`config.mk`:
```
export PLATFORM = sky130hd
export DESIGN_NAME = flow_seq
export DESIGN_NICKNAME = d
export VERILOG_FILES = /design/src/rtl/flow_seq.sv
export SDC_FILE = /design/constraint.sdc
export NUM_CORES = 1
export LEC_CHECK = 0
export BUFFER_PORTS_ARGS = -buffer_cell sky130_fd_sc_hd__buf_2
export CAP_MARGIN = 20
export CELL_PAD_IN_SITES_DETAIL_PLACEMENT = 1
export CELL_PAD_IN_SITES_GLOBAL_PLACEMENT = 2
export CORE_AREA = 2 2 167 169
export CTS_CLUSTER_SIZE = 10
export DETAILED_ROUTE_END_ITERATION = 8
export DIE_AREA = 0 0 169 171
export PLACE_DENSITY_LB_ADDON = 0.1
export SETUP_SLACK_MARGIN = 0.3
export SYNTH_ARGS = -nofsm -noshare
export SYNTH_HDL_FRONTEND = slang
export SYNTH_SLANG_ARGS = --single-unit
export TNS_END_PERCENT = 50
```
`constraint.sdc`:
```
create_clock -name clk -period 4.7 [get_ports clk]
set_clock_uncertainty 0.15 [all_clocks]
set_input_delay 0.47 -clock clk [delete_from_list [all_inputs] [get_ports clk]]
set_output_delay 0.47 -clock clk [all_outputs]
set_load 0.005 [all_outputs]
```
`src/rtl/flow_seq.sv`:
```
module flow_seq #(
  parameter logic [15:0] RESET_PC = 16'h0100,
  parameter logic [15:0] RESET_SP = 16'hFFFE
) (
  input  logic        clk,
  input  logic        rst_n,
  input  logic        start,
  input  logic [2:0]  op_class,
  input  logic        is_cond,
  input  logic        cond_ok,
  input  logic [7:0]  opcode,
  input  logic [15:0] pair_val,
  input  logic [7:0]  mem_rdata,
  output logic [1:0]  cond_sel,
  output logic [15:0] mem_addr,
  output logic        mem_rd,
  output logic        mem_wr,
  output logic [7:0]  mem_wdata,
  output logic [15:0] pc,
  output logic [15:0] sp,
  output logic        busy,
  output logic        done,
  output logic [4:0]  cycles,
  output logic [15:0] pop_val
);
  localparam logic [2:0] C_JP = 3'd0, C_JR = 3'd1, C_CALL = 3'd2, C_RET = 3'd3,
                         C_RST = 3'd4, C_PUSH = 3'd5, C_POP = 3'd6;

  typedef enum logic [3:0] {
    S_IDLE, S_IMM_LO, S_IMM_HI, S_IMM8, S_WR_LO, S_WR_HI, S_RD_LO, S_RD_HI, S_SKIP
  } phase_t;

  phase_t      st;
  logic [2:0]  cls;
  logic [7:0]  opc;
  logic        cnd, tk;
  logic [15:0] tmp, pv;
  logic [4:0]  cost;
  logic        go;
  logic [15:0] word;

  assign cond_sel = opcode[4:3];
  assign busy     = (st != S_IDLE);
  assign go       = !is_cond || cond_ok;
  assign word     = {mem_rdata, tmp[7:0]};

  always_comb begin
    case (cls)
      C_JP:    cost = (cnd && !tk) ? 5'd12 : 5'd16;
      C_JR:    cost = (cnd && !tk) ? 5'd8  : 5'd12;
      C_CALL:  cost = (cnd && !tk) ? 5'd12 : 5'd24;
      C_RET:   cost = cnd ? (tk ? 5'd20 : 5'd8) : 5'd16;
      C_POP:   cost = 5'd12;
      default: cost = 5'd16;
    endcase
  end

  always_comb begin
    mem_rd    = 1'b0;
    mem_wr    = 1'b0;
    mem_addr  = pc;
    mem_wdata = 8'h00;
    case (st)
      S_IMM_LO, S_IMM_HI, S_IMM8: mem_rd = 1'b1;
      S_WR_LO: begin mem_wr = 1'b1; mem_addr = sp - 16'd2; mem_wdata = pv[7:0];  end
      S_WR_HI: begin mem_wr = 1'b1; mem_addr = sp - 16'd1; mem_wdata = pv[15:8]; end
      S_RD_LO: begin mem_rd = 1'b1; mem_addr = sp; end
      S_RD_HI: begin mem_rd = 1'b1; mem_addr = sp + 16'd1; end
      default: ;
    endcase
  end

  always_ff @(posedge clk) begin
    if (!rst_n) begin
      st <= S_IDLE; pc <= RESET_PC; sp <= RESET_SP;
      done <= 1'b0; cycles <= '0; pop_val <= '0;
      cls <= '0; opc <= '0; cnd <= 1'b0; tk <= 1'b0; tmp <= '0; pv <= '0;
    end else begin
      done <= 1'b0;
      case (st)
        S_IDLE: if (start) begin
          cls <= op_class;
          opc <= opcode;
          cnd <= is_cond;
          tk  <= go;
          pv  <= (op_class == C_RST) ? pc : pair_val;
          case (op_class)
            C_JP, C_CALL:  st <= S_IMM_LO;
            C_JR:          st <= S_IMM8;
            C_RET:         st <= go ? S_RD_LO : S_SKIP;
            C_RST, C_PUSH: st <= S_WR_LO;
            C_POP:         st <= S_RD_LO;
            default:       st <= S_IDLE;
          endcase
        end
        S_IMM_LO: begin
          tmp[7:0] <= mem_rdata;
          pc <= pc + 16'd1;
          st <= S_IMM_HI;
        end
        S_IMM_HI: begin
          pc <= pc + 16'd1;
          if (tk && cls == C_CALL) begin
            tmp <= word;
            pv  <= pc + 16'd1;
            st  <= S_WR_LO;
          end else begin
            if (tk) pc <= word;
            st <= S_IDLE; done <= 1'b1; cycles <= cost;
          end
        end
        S_IMM8: begin
          pc <= tk ? pc + 16'd1 + {{8{mem_rdata[7]}}, mem_rdata} : pc + 16'd1;
          st <= S_IDLE; done <= 1'b1; cycles <= cost;
        end
        S_WR_LO: st <= S_WR_HI;
        S_WR_HI: begin
          sp <= sp - 16'd2;
          if (cls == C_CALL) pc <= tmp;
          if (cls == C_RST)  pc <= {10'd0, opc[5:3], 3'd0};
          st <= S_IDLE; done <= 1'b1; cycles <= cost;
        end
        S_RD_LO: begin
          tmp[7:0] <= mem_rdata;
          st <= S_RD_HI;
        end
        S_RD_HI: begin
          sp <= sp + 16'd2;
          if (cls == C_RET) pc <= word;
          else pop_val <= word;
          st <= S_IDLE; done <= 1'b1; cycles <= cost;
        end
        default: begin
          st <= S_IDLE; done <= 1'b1; cycles <= cost;
        end
      endcase
    end
  end


  rd_wr_excl_chk: assert property (@(posedge clk) disable iff (!rst_n) !(mem_rd && mem_wr));

  done_pulse_chk: assert property (@(posedge clk) disable iff (!rst_n) done |=> !done);

  done_idle_chk: assert property (@(posedge clk) disable iff (!rst_n) done |-> !busy);

  sp_on_done_chk: assert property (@(posedge clk) disable iff (!rst_n)
    (sp != $past(sp)) |-> (done && (sp == $past(sp) + 16'd2 || sp == $past(sp) - 16'd2)));

  push_addr_chk: assert property (@(posedge clk) disable iff (!rst_n)
    mem_wr |-> (mem_addr == sp - 16'd2 || mem_addr == sp - 16'd1));
endmodule

```
# --- Word-level counts from Yosys, hierarchy flattened ---
# Index checks and enable logic that the tools add are counted.
totals:
  ff_bits: 101
  latch_bits: 0
  ramBits: 0
  romBits: 0
  input_bits: 40
  elab_cells: 102
  n_memories: 0
op_classes:
  addsub: 6
  mul: 0
  n_div: 0
  order_cmp: 0
  n_eq_ne: 23
  shift: 0
  muxes: 32
  n_bitwise: 3
  reduce_logical: 25
op_table:
  columns: ["op", "count"]
  rows:
  - ["$mux 16", 9]
  - ["$pmux 16 s5", 1]
  - ["$pmux 16 s2", 2]
  - ["$pmux 16 s4", 1]
  - ["$pmux 4 s5", 2]
  - ["$add 16x1->16 const B", 2]
  - ["$pmux 8 s2", 2]
  - ["$mux 5", 5]
  - ["$pmux 5 s5", 1]
  - ["$add 16x16->16", 1]
  - ["$add 16x2->16 const B", 1]
  - ["$eq 4x3->1 const B", 4]
  - ["$sub 16x1->16 const B", 1]
  - ["$sub 16x2->16 const B", 1]
  - ["$eq 3x3->1 const B", 5]
  - ["$eq 3x2->1 const B", 4]
  - ["$pmux 5 s2", 1]
  - ["$reduce_and 2->1", 5]
  - ["$eq 4x2->1 const B", 2]
  - ["$mux 4", 2]
  - ["$ne 2x2->1 const B", 4]
  - ["$reduce_or 2->1", 4]
  - ["$eq 3x1->1 const B", 2]
  - ["$logic_not 3->1", 2]
  - ["16 further kinds", 25]

# --- Logic depth before layout (Yosys ltp) ---
# Gate-level depths: netlist of the first run.
depth:
  ltp_word: 6
  depth_mapped: 15

# --- Least setup slack after synthesis of the first run ---
# Ideal clock, no wire load.
synth_timing:
  kind: "reg2reg"
  startpoint: "register pc[0]"
  endpoint: "register pc[15]"
  arrival_ps: 2853
  required_ps: 4421
  path_slack_ps: 1568
  path_stages_with_launch: 13
  period_less_slack_ps: 3132
  path_cell_list: "dfxtp_1 ha_1 and4_1 nand2_1 xnor2_1 ha_1 a21oi_1 o211ai_1 a41oi_1 o21ai_0 mux2_2 a22oi_1 o211ai_1"
synth_via:
  elab_chain_cells: 4
synth_rtl:
  columns: ["item", "line_no", "source"]
  rows:
  - ["start, declared", "19", "output logic [15:0] pc,"]
  - ["start signal, assigned", "98", "pc <= pc + 16'd1;"]
  - ["start signal, assigned", "102", "pc <= pc + 16'd1;"]
  - ["start signal, assigned", "108", "if (tk) pc <= word;"]
  - ["$add 16x1->16 (*)", "98, 102, 113", null]
  - ["$add 16x16->16 / $mux 16 (equally long branches)", "113, 108", null]
  - ["$mux 16 (on tied branches)", "113, 103", null]
  - ["$pmux 16 s5 (*)", "80", "case (st)"]
# Every way passes the cells marked *; elsewhere a longest branch is shown, timed or not.
# A chain may end at the register's enable or synchronous reset.

# --- Worst setup path in the final report of the first run ---
# Same ends and word-level chain as after synthesis.

==> results of run 1 <==
## per-layer routing
metal,up-vias,global-route usage (%),routed length (um)
met4,0,4.27,337
met2,119,28.4,11200
met5,-,0,0
met1,3021,26.5,13400
li1,3136,-,-
met3,17,2.36,841
## power by group
part	internal [mW]	switching (mW)	total, mW
logic	0.298	0.471	0.769
clock network	0.366	0.376	0.742
registers	0.862	0.0960	0.958
## worst paths after layout
| path | end | slack, ns | cells after the start |
|---|---|---|---|
| worst max-delay path | pc[15] | 0.82 | 12 |
| worst min-delay path | opc[5] | 0.21 | 3 |
| worst max register to register | pc[15] | 0.82 | 12 |
| worst min register to register | pop_val[7] | 0.31 | 2 |
## cell families after synthesis
logic type	Yosys count
buffers and inverters	87
multiplexers	27
AND/OR/NAND/NOR	345
XOR/XNOR	50
other	1
flip-flops	95
adder cells (fa/ha/maj)	23
AO/OA/AOI/OAI	227
## layout make-up
type,count,area (um^2)
inverter,14,52.6
fill,3343,19800
timing repair buffer,127,672
tap,346,433
sequential,95,1900
multi-input combinational,675,4150
clock inverter,7,52.6
clock buffer,9,225
## worst max-delay path, cell delays in order, from the launching register on
cell and delay (ns):
dfxtp_1 0.51, ha_1 0.34, and4_1 0.35, nand2_1 0.10
xnor2_1 0.35, ha_1 0.37, a21oi_1 0.25, o211ai_1 0.17
a41oi_1 0.42, o21ai_0 0.19, mux2_2 0.31, a22oi_1 0.15
o211ai_1 0.11
## state kept, by name, indices dropped and copies added, names as in the netlist, 3 cells and up
register and cells:
pc 16, pop_val 16, pv 16, tmp 16
sp 15, st 4, cls 3, cycles 3
opc 3
## placed cells by master (no fill, tap or decap), drive strengths merged, types with 4 or more instances in the layout
cell      n
o21ai    54
xnor2    29
a31oi    12
dfxtp    95
nand4     7
clkbuf    9
o211ai    8
a21oi    84
a311o    11
ha       22
nor3     12
a22oi     4
a21o      4
inv      18
xor2     21
nor4      6
a221oi    6
a222oi    8
nor2     88
mux2i    25
or3       6
nor2b     4
and4      4
nand2b   13
nand3    15
nor3b     6
a211oi   10
buf     127
and3      8
nand2   160
==> impl_results.md, run 1 <==
* Status: finished clean
* Worst skew pair latency at 0.37 ns
* Nets at 985
* Worst Path Max Fanout at 9
* Largest family of logic cells by synthesized area: simple AND/OR/NAND/NOR gates
* Commonest cells in the netlist: nand2_1, dfxtp_1, nor2_1
* Port bufs at 114
* Core area at 27300 um^2
* Worst EP required at 4.79 ns
* RSZ-0062 raised after global routing: no
* Detailed Place HPWL at 19.3 mm
* Post-synthesis cell area at 6450 um^2
* Post-synthesis compound-gate area fraction at 22.8%
* Max_cap viols at 0
* Final slew viol count at 0
* Clock slew at reported path FFs at 0.08 ns
* Worst slew pin tran at 0.908 ns
* Final WS setup at 0.819 ns
* Die ar. at 28900 um^2
* Post-synthesis simple-gate area fraction at 25.2%
* CTS Hold Buffers Added at 0
* Post-Synthesis Cells at 855
* Largest net degree at the start of global routing at 46
* Leakage at 3.02 nW
* Post-CTS Setup Repair Bufs at 0
* Post-Synth XOR/XNOR Area at 7.08%
* Final setup viols at 0
* Fmax at 258 MHz
* Hold Startpoint: opcode[5]
* Post-place setup slack at 0.843 ns
* CTS buffer count at 9
* Vias in the first global route at 6458
* Die Ht at 171 um
* Non-Filler Instances at 1273
* Peak VDD IR at 0.165 mV
* Critical setup path kind: reg2reg
* Adder-cell share of the synthesized area at 4.57%
* Initial antenna violation count at 0
* Placed Area at 7190 um^2
* DR pass1 iterations at 6
* Fin. Hold Viols at 0
* First-pass GRT wire length at 40.1 mm
* WHS at 0.211 ns
* TritonCTS clock tree: done
* Min cycle time layout at 3.88 ns
* Ant diodes at 0
* Asr flop ratio synth at 0%
* P&R area growth vs syn at 15.9%
* Worst Hold Class: in2reg
* GRT Overall Usage at 18.2%
* Critical path launch point type: flip-flop
* Worst Setup SP: pc[0]
* I/O pin count at 123
* Post-DR vias/cell at 4.94
* Final Util at 27.4%
* Synth area leader: dfxtp_1
* Routed via count at 6293
* CTS resizes at 0
* Worst EP arrival at 3.97 ns
* R2R Path Start: pc[0]
* Synth top area share at 29.5%
* Layout cells sized above 1 at 18.8%
* TNS Setup at 0 ns
* ANT nets after route at 0
* Unique masters post-synth at 78
* H-tree Lvls at 3
* Synth Register Bits at 95
* Residual DRC count at 0
* Starting density of the core at 23.6%
* Average wire per standard cell at 20.2 um
* Slew HR at 39.2%
* CP Capture Type: flip-flop
* Most frequent cell after synthesis: nand2_1
* Sequential share of the synthesized area at 29.5%
* Congestion Overflow GR at 0
* Power per cell area at 330 nW/um^2
* Die width at 169 um
* Fin area at 7480 um^2
* YS warnings at 0
* Number of synthesized flops with an enable pin at 0
* Mux contribution to synthesized area at 4.23%
* Detailed router's first-iteration violation count at 290
* Ys flop type: dfxtp_1
* Synthesized area per cell at 7.55 um^2
* Clock Sinks at 95
* Routability Congestion at 0.790
* Clock Root Buffer: clkbuf_16
* Inst Count DP at 1256
* Period utilization at 82.6%
* Total power at 2.47 mW
* Final wirelength at 25.8 mm
* Top cells by area, synth: dfxtp_1, nand2_1, a21oi_1
* Std cell rows at 61
* Clock buffer depth at 2
No activity file was read; power rests on OpenSTA's default activity.
==> inputs of run 2 (changes only) <==
- clock period: 4.7 -> 3.7 ns (I/O delays scaled with it)
==> impl_results.md, run 2 (synthesized netlist as in run 1, its figures left out) <==
* I/O pin count at 123 (unchanged)
* CP Capture Type: flip-flop
* Max_cap viols at 0 (unchanged)
* ANT nets after route at 0 (unchanged)
* Sequential power share at 35.8% (-3.0 points)
* Worst EP required at 3.79 ns (-1.00 ns)
* Final WS setup at 0.431 ns (-0.387 ns)
* Die ar. at 28900 um^2 (unchanged)
* Final Util at 28.8% (+1.4 points)
* First-pass GRT wire length at 40.4 mm (+0.71%)
* Residual DRC count at 0 (unchanged)
* Critical setup path kind: reg2reg
* Vias in the first global route at 6527 (+1.1%)
* Nets at 1017 (+3.2%)
* GRT Overall Usage at 18.3% (+0.069 points)
* Period utilization at 88.3% (+5.8 points)
* Worst skew pair latency at 0.36 ns (about the same)
* Worst Path Max Fanout at 6 (-3)
* Ant diodes at 0 (unchanged)
* Largest net degree at the start of global routing at 46 (unchanged)
* Routability Congestion at 0.802 (+1.6%)
* CTS buffer count at 9 (unchanged)
* Hold depth at 3 (unchanged)
* Reg2Reg Depth at 12 (unchanged)
* Detailed router's first-iteration violation count at 334 (+15%)
* Power per cell area at 423 nW/um^2 (+28%)
* Slew HR at 41.7% (+2.5 points)
* Clock network power share at 31.1% (+1.0 points)
* Comb power frac at 33.2% (+2.0 points)
* RSZ-0062 raised after global routing: no
* Fin area at 7860 um^2 (+5.0%)
* Clock buffer depth at 2 (unchanged)
* Clock slew at reported path FFs at 0.08 ns (about the same)
* Fmax at 306 MHz (+19%)
* Starting density of the core at 23.6% (unchanged)
* Placed Area at 7440 um^2 (+3.4%)
* Std cell rows at 61 (unchanged)
* Final setup viols at 0 (unchanged)
* Peak VDD IR at 0.233 mV (+41%)
* Routed via count at 6456 (+2.6%)
* Switch Pwr at 1.25 mW (+32%)
* Congestion Overflow GR at 0 (unchanged)
* Port bufs at 114 (unchanged)
* Status: finished clean
* Core area at 27300 um^2 (unchanged)
* Leakage at 3.23 nW (+7.0%)
* Die width at 169 um (unchanged)
* Detailed Place HPWL at 20.1 mm (+4.1%)
* DR pass1 iterations at 5 (-1)
* Commonest non-fill, non-tap cell in the layout: nand2_1
* Commonest non-fill, non-tap cells in the layout: nand2_1, buf_2, dfxtp_1
* H-tree Lvls at 3 (unchanged)
* Post-place setup slack at 0.271 ns (-0.572 ns)
* Critical path launch point type: flip-flop
* TNS Setup at 0 ns (unchanged)
* Post-DR vias/cell at 4.95 (about the same)
* Final slew viol count at 0 (unchanged)
* P&R area growth vs syn at 21.7%
* TritonCTS clock tree: done
* Worst slew pin tran at 0.869 ns (-0.0393 ns)
* Min cycle time layout at 3.27 ns (-0.613 ns)
* Clock Sinks at 95 (unchanged)
* Clock Root Buffer: clkbuf_16
* Switching portion of total power at 37.6% (-0.63 points)
* Worst Hold Class: in2reg
* Initial antenna violation count at 0 (unchanged)
* CTS Hold Buffers Added at 0 (unchanged)
* Average wire per standard cell at 20.2 um (about the same)
* Die Ht at 171 um (unchanged)
* Layout cells sized above 1 at 23.5% (+4.7 points)
* Fin. Hold Viols at 0 (unchanged)
* Worst EP arrival at 3.36 ns (-0.61 ns)
* Final wirelength at 26.4 mm (+2.5%)
* Internal Pwr Total at 2.07 mW (+36%)
run 2: worst max-delay path: stages (launching register included):
cell	delay, ns
dfxtp_1	0.39
buf_4	0.17
and3_1	0.19
and4_2	0.30
xor2_2	0.23
ha_1	0.35
a21o_1	0.25
a21oi_1	0.16
nor2_1	0.07
a311o_1	0.34
xor2_1	0.16
a221oi_2	0.27
o32ai_2	0.12
run 2: per-stage QoR:
stage | cells | power (mW) | hold slack [ns]
final | 1305 | 3.32 | 0.110
after global routing | 1305 | 3.53 | 0.129
after CTS | 1303 | 3.36 | 0.0875
after detailed placement | 1287 | 2.29 | 0.295
after global placement | 1287 | 2.30 | 0.290
after floorplan | 857 | 1.86 | 0.281
run 2: power by group through the flow:
stage	clock [mW]	combinational [mW]	sequential [mW]
detailed placement	0	1.08	1.21
finish	1.03	1.10	1.19
global placement	0	1.09	1.21
global route	1.11	1.22	1.20
floorplan	0	0.696	1.16
CTS	1.08	1.09	1.19
run 2: routing by layer:
| metal | global-route usage [%] | part of all wire, % |
|---|---|---|
| met2 | 29.3 | 44 |
| met4 | 3.72 | 0.95 |
| met3 | 2.54 | 3.7 |
| met1 | 26.1 | 51 |
| met5 | 0 | 0 |
run 2: cell type report:
cell class	count	area, um^2
fillers	3330	19500
multi-input cells	675	4240
flip-flops and latches	95	1900
repair buffers	159	921
well taps	346	433
clock buffers	9	225
clock inverters	7	83.8
inverters	14	52.6
run 2: repair_timing:
item | 4_1_cts | 5_1_grt
endpoints found under the setup margin | 2 | 5
buffers inserted | 0 | 2
gates cloned | 0 | 0
pin swaps | 0 | 3
endpoints found under the hold margin | 0 | 0
gates resized for setup | 2 | 19
run 2: path summary, 6_finish.rpt:
| path | slack, ns | startpoint | end |
|---|---|---|---|
| min reg2reg | 0.30 | pv[3] | pv[3] |
| max reg2reg | 0.43 | pc[0] | pc[12] |
| max | 0.43 | pc[0] | pc[12] |
| min | 0.11 | opcode[5] | opc[5] |
